==> src/rtl/snoop_pkg.sv <==
package snoop_pkg;

  typedef enum logic {
    ST_SHARED  = 1'b0,
    ST_INVALID = 1'b1
  } line_state_e;

  typedef struct packed {
    logic hit;
    logic mod;
  } snoop_class_t;

  // Outcome of a lookup: hit in either cache, modified only in data cache.
  function automatic snoop_class_t classify(input logic iv, input logic dv, input logic dm);
    snoop_class_t r;
    r.hit = iv | dv;
    r.mod = dv & dm;
    return r;
  endfunction

  // Final line state chosen by the invalidate request.
  function automatic line_state_e end_state(input logic inval);
    return inval ? ST_INVALID : ST_SHARED;
  endfunction

endpackage

==> src/rtl/snoop_capture.sv <==
module snoop_capture #(
  parameter int ADDR_W = 32,
  parameter int OFS_W  = 5,
  localparam int LINE_W = ADDR_W - OFS_W
) (
  input  logic              clk,
  input  logic              rst_n,
  input  logic              strobe_n,
  input  logic              inval,
  input  logic [ADDR_W-1:0] addr,
  input  logic              busy,
  output logic              s1_vld,
  output logic [LINE_W-1:0] s1_line,
  output logic              s1_inval,
  output logic              rej
);

  logic take;
  assign take = !strobe_n && !busy;

  always_ff @(posedge clk or negedge rst_n) begin
    if (!rst_n) begin
      s1_vld   <= 1'b0;
      s1_line  <= '0;
      s1_inval <= 1'b0;
      rej      <= 1'b0;
    end else begin
      s1_vld <= take;
      rej    <= !strobe_n && busy;
      if (take) begin
        s1_line  <= addr[ADDR_W-1:OFS_W];
        s1_inval <= inval;
      end
    end
  end

endmodule

==> src/rtl/snoop_eval.sv <==
module snoop_eval
  import snoop_pkg::*;
#(
  parameter int LINE_W = 27
) (
  input  logic              clk,
  input  logic              rst_n,
  input  logic              s1_vld,
  input  logic [LINE_W-1:0] s1_line,
  input  logic              s1_inval,
  input  logic              lk_ivalid,
  input  logic              lk_dvalid,
  input  logic              lk_dmod,
  output logic [LINE_W-1:0] lk_line,
  output logic              mod_now,
  output logic              s2_vld,
  output logic [LINE_W-1:0] s2_line,
  output logic              s2_inval,
  output snoop_class_t      s2_cls
);

  snoop_class_t cls_now;

  assign lk_line = s1_line;
  assign cls_now = classify(lk_ivalid, lk_dvalid, lk_dmod);
  assign mod_now = s1_vld && cls_now.mod;

  always_ff @(posedge clk or negedge rst_n) begin
    if (!rst_n) begin
      s2_vld   <= 1'b0;
      s2_line  <= '0;
      s2_inval <= 1'b0;
      s2_cls   <= '0;
    end else begin
      s2_vld <= s1_vld;
      if (s1_vld) begin
        s2_line  <= s1_line;
        s2_inval <= s1_inval;
        s2_cls   <= cls_now;
      end
    end
  end

endmodule

==> src/rtl/snoop_drive.sv <==
module snoop_drive
  import snoop_pkg::*;
#(
  parameter int LINE_W = 27
) (
  input  logic              clk,
  input  logic              rst_n,
  input  logic              s2_vld,
  input  logic [LINE_W-1:0] s2_line,
  input  logic              s2_inval,
  input  snoop_class_t      s2_cls,
  input  logic              wb_done,
  output logic              hit_n,
  output logic              hitm_n,
  output logic              upd_vld,
  output logic [LINE_W-1:0] upd_line,
  output line_state_e       upd_state,
  output logic              wb_req,
  output logic [LINE_W-1:0] wb_line,
  output logic              pend
);

  logic release_now;
  assign pend        = !hitm_n;
  assign release_now = pend && wb_done;

  always_ff @(posedge clk or negedge rst_n) begin
    if (!rst_n) begin
      hit_n     <= 1'b1;
      hitm_n    <= 1'b1;
      upd_vld   <= 1'b0;
      upd_line  <= '0;
      upd_state <= ST_SHARED;
      wb_req    <= 1'b0;
      wb_line   <= '0;
    end else begin
      upd_vld <= 1'b0;
      wb_req  <= 1'b0;
      if (release_now) hitm_n <= 1'b1;
      if (s2_vld) begin
        hit_n <= !s2_cls.hit;
        if (s2_cls.hit) begin
          upd_vld   <= 1'b1;
          upd_line  <= s2_line;
          upd_state <= end_state(s2_inval);
        end
        if (s2_cls.mod) begin
          hitm_n  <= 1'b0;
          wb_req  <= 1'b1;
          wb_line <= s2_line;
        end
      end
    end
  end

  assert_hitm_implies_hit_R4: assert property (@(posedge clk) disable iff (!rst_n)
    !hitm_n |-> !hit_n);

  assert_hit_holds_R3: assert property (@(posedge clk) disable iff (!rst_n)
    !$stable(hit_n) |-> $past(s2_vld));

  assert_no_update_on_miss_R7: assert property (@(posedge clk) disable iff (!rst_n)
    upd_vld |-> !hit_n);

  assert_wbreq_with_hitm_R9: assert property (@(posedge clk) disable iff (!rst_n)
    wb_req |-> !hitm_n);

  assert_hitm_release_R5: assert property (@(posedge clk) disable iff (!rst_n)
    $rose(hitm_n) |-> $past(wb_done));

endmodule

==> src/rtl/snoop_responder.sv <==
module snoop_responder
  import snoop_pkg::*;
#(
  parameter int ADDR_W = 32,
  parameter int OFS_W  = 5,
  localparam int LINE_W = ADDR_W - OFS_W
) (
  input  logic              clk,
  input  logic              rst_n,
  input  logic              snp_strobe_n,
  input  logic              snp_inval,
  input  logic [ADDR_W-1:0] snp_addr,
  output logic [LINE_W-1:0] lk_line,
  input  logic              lk_ivalid,
  input  logic              lk_dvalid,
  input  logic              lk_dmod,
  output logic              hit_n,
  output logic              hitm_n,
  output logic              upd_vld,
  output logic [LINE_W-1:0] upd_line,
  output logic              upd_state,
  output logic              wb_req,
  output logic [LINE_W-1:0] wb_line,
  input  logic              wb_done,
  output logic              snp_err
);

  logic              s1_vld, s1_inval, mod_now, s2_vld, s2_inval, pend, busy;
  logic [LINE_W-1:0] s1_line, s2_line;
  snoop_class_t      s2_cls;
  line_state_e       upd_st;

  // Any modified hit between lookup and hitm release blocks new inquiries.
  assign busy      = mod_now || (s2_vld && s2_cls.mod) || pend;
  assign upd_state = upd_st;

  snoop_capture #(.ADDR_W(ADDR_W), .OFS_W(OFS_W)) u_capture (
    .clk(clk), .rst_n(rst_n), .strobe_n(snp_strobe_n), .inval(snp_inval),
    .addr(snp_addr), .busy(busy), .s1_vld(s1_vld), .s1_line(s1_line),
    .s1_inval(s1_inval), .rej(snp_err)
  );

  snoop_eval #(.LINE_W(LINE_W)) u_eval (
    .clk(clk), .rst_n(rst_n), .s1_vld(s1_vld), .s1_line(s1_line),
    .s1_inval(s1_inval), .lk_ivalid(lk_ivalid), .lk_dvalid(lk_dvalid),
    .lk_dmod(lk_dmod), .lk_line(lk_line), .mod_now(mod_now),
    .s2_vld(s2_vld), .s2_line(s2_line), .s2_inval(s2_inval), .s2_cls(s2_cls)
  );

  snoop_drive #(.LINE_W(LINE_W)) u_drive (
    .clk(clk), .rst_n(rst_n), .s2_vld(s2_vld), .s2_line(s2_line),
    .s2_inval(s2_inval), .s2_cls(s2_cls), .wb_done(wb_done),
    .hit_n(hit_n), .hitm_n(hitm_n), .upd_vld(upd_vld), .upd_line(upd_line),
    .upd_state(upd_st), .wb_req(wb_req), .wb_line(wb_line), .pend(pend)
  );

  assert_no_inquiry_while_pending_R10: assert property (@(posedge clk) disable iff (!rst_n)
    !hitm_n |-> !s2_vld);

  assert_err_no_accept_R10: assert property (@(posedge clk) disable iff (!rst_n)
    snp_err |-> !s1_vld);

endmodule

==> config.mk <==
export PLATFORM = sky130hd
export DESIGN_NAME = snoop_responder
export DESIGN_NICKNAME = d
export VERILOG_FILES = /design/src/rtl/snoop_pkg.sv /design/src/rtl/snoop_capture.sv /design/src/rtl/snoop_eval.sv /design/src/rtl/snoop_drive.sv /design/src/rtl/snoop_responder.sv
export SDC_FILE = /design/constraint.sdc
export NUM_CORES = 1
export LEC_CHECK = 0
export BUFFER_PORTS_ARGS = -buffer_cell sky130_fd_sc_hd__clkbuf_2
export CAP_MARGIN = 20
export CORE_MARGIN = 4
export CORE_UTILIZATION = 45
export DETAILED_ROUTE_END_ITERATION = 16
export PLACE_DENSITY_LB_ADDON = 0.12
export SETUP_SLACK_MARGIN = 0.1
export SLEW_MARGIN = 30
export SYNTH_ARGS = -nofsm -noshare
export SYNTH_HDL_FRONTEND = slang
export SYNTH_SLANG_ARGS = --single-unit
==> constraint.sdc <==
create_clock -name clk -period 2 [get_ports clk]
set_input_delay 0.1 -clock clk [delete_from_list [all_inputs] [get_ports clk]]
set_output_delay 0.1 -clock clk [all_outputs]
set_load 0.005 [all_outputs]
# Word-level counts from Yosys, hierarchy flattened
# Cells that the tools add are included.
# op_classes
n_addsub	0
multipliers	0
n_div	0
magnitude_cmp	0
eq_ne	0
n_shift	0
n_mux	8
bitwise_logic	2
reduce_logical	13
# ops
cell	count
1-bit two-way mux	8
1-bit logical AND	5
1-bit zero test	4
2-bit AND reduction	2
1-bit logical OR	2
1-bit bitwise AND	1
1-bit bitwise OR	1
# totals
register_bits	120
latch_bits	0
ramBits	0
mem_bits_ro	0
inputBits	40
output_inout_bits	87
wordCells	39
mem_count	0

# Longest topological paths before layout
# Gate-level depths: netlist of the first run.
# depth
depth_word	6
depth_mapped	5
depth_no_buf	3

# Hierarchy
# From an unflattened synthesis of the first run, not the netlist that was laid out.
# hier_totals
hier_cells	287
area_unflattened_um2	4777.1
# by_module_without_submodules
mod	n_inst	cells_per_inst	area_per_inst_um2	seq_area_each_um2
snoop_drive	1	128	2257.2	1478.9
snoop_eval	1	95	1358.8	775.7
snoop_capture	1	63	1152.4	750.7
snoop_responder	1	1	8.8	0.0

# Worst setup path before layout of the first run
# No wires, ideal clock.
# synth_path
path_kind	reg-to-reg
startpoint	register u_drive.hitm_n
endpoint	register u_capture.s1_inval
setup_time_ps	125
t_arrival_ps	1262
required_time_ps	1875
path_slack_ps	613
path_stages_with_launch	5
path_buffers	2
synth_period_minus_slack_ps	1387
path_cell_list	dfstp_2 > nand4b_1 > buf_4 > buf_6 > mux2_4
# synth_between
elab_chain_len	4
# synth_lines
element	line_no	source
start, declared	snoop_drive.sv:14	output logic hitm_n,
start signal, assigned	snoop_drive.sv:30	hitm_n <= 1'b1;
start signal, assigned	snoop_drive.sv:39	if (release_now) hitm_n <= 1'b1;
start signal, assigned	snoop_drive.sv:48	hitm_n <= 1'b0;
1-bit zero test	snoop_drive.sv:24	assign pend = !hitm_n;
1-bit logical OR	snoop_responder.sv:34	assign busy = mod_now || (s2_vld && s2_cls.mod) || pend;
1-bit zero test	snoop_capture.sv:19	assign take = !strobe_n && !busy;
1-bit logical AND	snoop_capture.sv:19	
end signal, assigned	snoop_capture.sv:32	s1_inval <= inval;
end, declared	snoop_capture.sv:14	output logic s1_inval,
# Every way passes these cells.
# A chain may end at the register's enable or synchronous reset.

# Final worst setup path of the first run
# layout_path
startpoint	register u_eval.s2_vld
endpoint	register u_capture.rej
# layout_between
elab_chain_len	4
# layout_lines
element	line_no	source
start, declared	snoop_eval.sv:16	output logic s2_vld,
start signal, assigned	snoop_eval.sv:35	s2_vld <= s1_vld;
1-bit logical AND	snoop_responder.sv:34	
1-bit logical OR (2 in a row)	snoop_responder.sv:34	
1-bit logical AND	snoop_capture.sv:29	rej <= !strobe_n && busy;
end signal, assigned	snoop_capture.sv:29	
end, declared	snoop_capture.sv:15	output logic rej
# Every way passes these cells.

==> out/results.ini, run 1 <==
[outcome]
status=finished, final reports clean

[timing]
fin_crit_sh=0.7901
clock.fmax_mhz=632.8
setup_viol=0
whs_ns=0.1239
slew_violations=0
post-route-min-period_ns=1.580
rsz0062_at_grt=no
hold_violations=0
relSlewSlack=0.6869
finClkSkew_ns=0.006881
max_slew.worst_pin.slew_ns=0.4696
tns_ns=0

[clock_tree]
cts-htree-levels=4
clk_path_buf_depth=2
clkSlewWorstSetupHoldPaths_ns=0.05
root_buffer=clkbuf_8
cts_buffers=17
clk_latency_ns=0.49
cts.sinks=120
cts_tree=built
cts_resized=0

[placed_design]
io_buffers=121
gp_congestion=0.7170
detailed_place_hpwl_um=6071

[setup_path]
worst-path-max-fanout=17
r2r_end=u_capture.rej
reg2reg_from=u_eval.s2_vld
cp_top_family=buffers and inverters
slowest_stage=dlygate4sd3_1
worst_ep_required_time_ns=2.37
max_stage_delay_ns=0.56
rr_worst_depth=4
cp.arrival_ns=1.95
path_buf_inv=2
endpoint_kind=flop
crit_type=flop to flop
start_kind=flop
path_cells=nand2_1 > buf_4 > a31oi_1 > dlygate4sd3_1
r2r_slack_ns=0.42

[yosys]
ys_seq_area_frac=0.6762
netlist_area_mm2=0.004444
postSynthCellCount=260
synth_edf_count=0
async_flop_share=1.000
syn_area_per_cell_um2=17.09
synth_warnings=0
yosysUniqueCellTypes=16
synth_flop_cell=dfrtp_1
syn_nets=300
yosys_register_bits=120

[layout]
nNetsFinal=474
areaGrowthSynthToFinish_pct=38.20
fillers=759
diodes=0
drive_above_1_share=0.6202

[route]
vias=2740
met3_length_um=446
viasPerCell=4.740
dr.pass1.iters=4
dr_wl_met2_um=4645
ant_nets=0
wirelength_um=9143
drt-met1-wl_um=3990
remaining_drc_errors=0
drt_iter0_markers=43
wl_per_cell_um=15.82
top_layer_used=met4

[die]
die_area_mm2=0.01153
dieWidth_um=107.4
die_height_um=107.4
initial_utilization=0.4589
core_mm2=0.009684
rows=36
ios=127

[global_routing]
track_usage=0.1729
grt-ovfl-total=0
grt_pass1_wl_um=15230
grt_pass1_vias=2906
antenna_found_initial=0
grt_max_degree=53

[pwr]
ir_drop_mv=0.6330
p_per_area_mw_per_mm2=1561
p_leak_nw=2.937
total_power_w=0.009586

[min_path]
hp-class=input pin to asynchronous set/reset pin

[flow_run]
maxCapViolCount=0

metrics by stage:
step / setup slack (ns) / util / instance area (µm²) / std cells
floorplan: 0.6132 / - / 4444 / 260
global placement: 0.6352 / 0.5417 / 5246 / 513
detailed placement: 0.6154 / 0.5417 / 5246 / 513
CTS: 0.4072 / 0.6342 / 6142 / 578
global route: 0.3603 / 0.6342 / 6142 / 578
finish: 0.4198 / 0.6342 / 6142 / 578
cell usage after synthesis (all sizes together) (2+ instances only):
cell | n | area share
buf | 12 | 0.015
dfrtp | 118 | 0.66
dfstp | 2 | 0.012
inv | 5 | 0.0042
mux2 | 111 | 0.29
nand2 | 2 | 0.0017
nor2 | 4 | 0.0034
cells in the final DEF (no fill, tap or decap), drive strengths merged:
master,Yosys,layout
o21ai,1,1
dlygate4sd3,0,35
nand4b,1,1
dfrtp,118,118
bufinv,0,1
inv,5,5
dfstp,2,2
clkinv,0,4
a21oi,1,1
clkbuf,0,142
clkinvlp,0,3
buf,12,12
nand3,1,1
a31oi,1,1
mux2,111,111
mux2i,1,1
nand2,2,2
nor2,4,4
registers in the layout, summed over array words and instances (netlist names):
register / cells
u_capture.s1_vld: 1
u_eval.s2_cls: 2
u_eval.s2_line: 27
u_capture.s1_line: 27
u_eval.s2_vld: 1
u_drive.hit_n: 1
u_capture.rej: 1
u_capture.s1_inval: 1
u_eval.s2_inval: 1
u_drive.upd_vld: 1
u_drive.hitm_n: 1
u_drive.upd_line: 27
u_drive.wb_line: 27
u_drive.upd_state: 1
u_drive.wb_req: 1
final cells by class:
type	count	area, µm²	share of cell area
sequential	120	3007	0.4895
multi-input combinational	123	1351	0.2200
timing repair buffer	167	1054	0.1715
clock buffer	22	473.0	0.07700
tap	133	166.4	0.02709
clock inverter	8	72.57	0.01182
inverter	5	18.77	0.003056
worst max path at each step:
| stage | slack (ns) | end | cells after the start | startpoint |
|---|---|---|---|---|
| final | 0.42 | u_capture.rej | 4 | u_eval.s2_vld |
| after global placement | 0.64 | u_capture.s1_line[6] | 4 | u_eval.s2_vld |
| after CTS | 0.41 | u_capture.rej | 4 | u_eval.s2_vld |
| after global routing | 0.36 | u_capture.rej | 4 | u_eval.s2_vld |
| after floorplan | 0.61 | u_capture.s1_inval | 4 | u_drive.hitm_n |
| after detailed placement | 0.62 | u_capture.s1_line[20] | 4 | u_eval.s2_vld |
kinds of logic after synthesis:
group,count (synthesis),share of synthesized area
AOI/OAI and AO/OA,3,0.003659
muxes,112,0.2911
and+or+nand+nor,8,0.009291
buffers and inverters,17,0.01971
DFF,120,0.6762
power by group:
| group | leakage [nW] | internal, W | total, W | switching [W] |
|---|---|---|---|---|
| Combinational | 1.26 | 0.00164 | 0.00262 | 0.000986 |
| Clock | 0.265 | 0.00175 | 0.00275 | 0.000993 |
| Sequential | 1.41 | 0.00355 | 0.00422 | 0.000665 |
| Total | 2.94 | 0.00694 | 0.00959 | 0.00264 |
metal layers:
| layer | global-route usage | vias to the layer above |
|---|---|---|
| li1 | - | 1250 |
| met5 | 0 | - |
| met3 | 0.05159 | 4 |
| met1 | 0.2240 | 1411 |
| met4 | 0.05951 | 0 |
| met2 | 0.2788 | 75 |
what timing repair did:
item	CTS	global route
hold endpoints to repair	132	0
hold buffers	35	0
buffers inserted	0	0
Note: power is estimated with default switching activity, not from simulation.
==> inputs of run 2 (changes only) <==
Clock period 2 ns to 1.5 ns, I/O delays scaled along.
==> run 2 against run 1 <==
  * First-iteration DRC count grew 79%
  * Critical path depth is the same
  * Setup slack lost 0.30 ns
  * Cell area grew 2.4%
  * Combinational power grew 38%
  * Sequential power grew 33%
  * Sequential share of layout area shrank 1.2 points
  * Worst hold slack lost 0.037 ns
  * Clock power grew 48%
  * Critical path type unchanged
  * Highest routed layer unchanged
==> out/results.ini, run 2 (synthesis results as in run 1) <==
[outcome]
status=finished, final reports clean

[die]
die_area_mm2=0.01153
die_height_um=107.4
initial_utilization=0.4589
dieWidth_um=107.4
core_mm2=0.009684
rows=36
ios=127

[setup_path]
start_kind=flop
cp.arrival_ns=1.77
path_buf_inv=2
cp_top_family=flip-flops
slowest_stage=dfstp_2
endpoint_kind=flop
crit_type=flop to flop
worst-path-max-fanout=7
path_cells=nand4b_1 > buf_6 > buf_8 > mux2_4
max_stage_delay_ns=0.55
worst_ep_required_time_ns=1.88

[route]
drt_iter0_markers=77
wirelength_um=9420
viasPerCell=4.689
wl_per_cell_um=16.19
vias=2729
remaining_drc_errors=0
ant_nets=0
dr.pass1.iters=4

[pwr]
total_power_w=0.01330
ir_drop_mv=0.8761
p_leak_nw=3.009
p_per_area_mw_per_mm2=2114

[layout]
diodes=0
areaGrowthSynthToFinish_pct=41.58
final_cell_mix=clkbuf_2 (120), dfrtp_1 (117), mux2_2 (102)
fillers=759
nNetsFinal=477
design_area_mm2=0.006292
drive_above_1_share=0.6236
final_common_cell=clkbuf_2
postLayoutCoreUtil=0.6497

[timing]
fin_ws_ns=0.1167
clock.fmax_mhz=722.9
post-route-min-period_ns=1.383
tns_ns=0
max_slew.worst_pin.slew_ns=0.4869
fin_crit_sh=0.9222
slew_violations=0
hold_violations=0
relSlewSlack=0.6754
rsz0062_at_grt=yes
finClkSkew_ns=0.003954
setup_viol=0

[placed_design]
detailed_place_hpwl_um=6045
gp_congestion=0.7039
io_buffers=121
place_worst_setup_slack_ns=0.1049
place_area_mm2=0.005284

[global_routing]
grt_max_degree=45
grt_pass1_wl_um=15100
grt_pass1_vias=2876
grt-ovfl-total=0
track_usage=0.1742
antenna_found_initial=0

[clock_tree]
cts.sinks=120
clk_path_buf_depth=2
cts-htree-levels=4
root_buffer=clkbuf_8
clk_latency_ns=0.50
cts_tree=built
cts_buffers=17
clkSlewWorstSetupHoldPaths_ns=0.05

[flow_run]
maxCapViolCount=0

[min_path]
hp-class=input pin to asynchronous set/reset pin

[run 2: changes by cell type in the layout (fill, tap and decap cells not counted)]
cell        previous run  this run
buf_12                 1         5
buf_4                 11         7
buf_6                  0         2
bufinv_16              1         3
clkinv_2               4         2
buf_8                  0         1
clkbuf_1               1         2
clkbuf_8               5         6
clkinvlp_4             3         2
nand2_1                2         1
nand2_2                0         1
[run 2: path summary, 6_finish.rpt]
kind | cells after the start | from | slack, ns | end
worst max-delay path | 4 | u_drive.hitm_n | 0.12 | u_capture.s1_inval
worst min-delay path | 2 | rst_n | 0.09 | u_drive.upd_vld
worst max register to register | 4 | u_drive.hitm_n | 0.12 | u_capture.s1_inval
worst min register to register | 1 | u_eval.s2_cls[1] | 0.44 | u_drive.hit_n
max in group asynchronous | 3 | rst_n | 0.81 | u_eval.s2_line[20]
min in group clk | 3 | snp_strobe_n | 0.29 | u_capture.rej
[run 2: per-layer routing]
metal  routed length [µm]  share of wire  up-vias  GRT usage
met2                 4751           0.50       73     0.2779
met3                  504          0.054       12    0.06239
met5                    0              0        -          0
li1                     -              -     1261          -
met1                 4039           0.43     1383     0.2178
met4                  124          0.013        0    0.06763
[run 2: power by group]
part / switching (W) / leakage (nW) / internal, W / total, W
logic: 0.00134 / 1.30 / 0.00227 / 0.00362
clock network: 0.00134 / 0.293 / 0.00274 / 0.00408
registers: 0.000874 / 1.41 / 0.00473 / 0.00561
total: 0.00356 / 3.01 / 0.00974 / 0.0133
[run 2: timing repair]
item / 4_1_cts / 5_1_grt
gates resized for setup: 1 / 9
hold buffers: 35 / 0
cloned: 0 / 1
pin swaps: 0 / 1
setup endpoints to repair: 10 / 28
hold endpoints to repair: 152 / 0
setup buffers: 0 / 2
[run 2: stage by stage]
stage               instances  hold slack [ns]
finish                    582          0.08703
global route              582          0.09546
CTS                       579          0.07274
detailed placement        513          0.07067
global placement          513          0.07154
floorplan                 260          -0.2206
[run 2: cell type report]
class | count | area (µm²) | area share
timing repair buffer | 170 | 1141 | 0.1813
clock inverter | 7 | 115.1 | 0.01829
multi-input combinational | 123 | 1354 | 0.2152
clock buffer | 24 | 490.5 | 0.07795
tap | 133 | 166.4 | 0.02645
inverter | 5 | 18.77 | 0.002983
sequential | 120 | 3007 | 0.4778
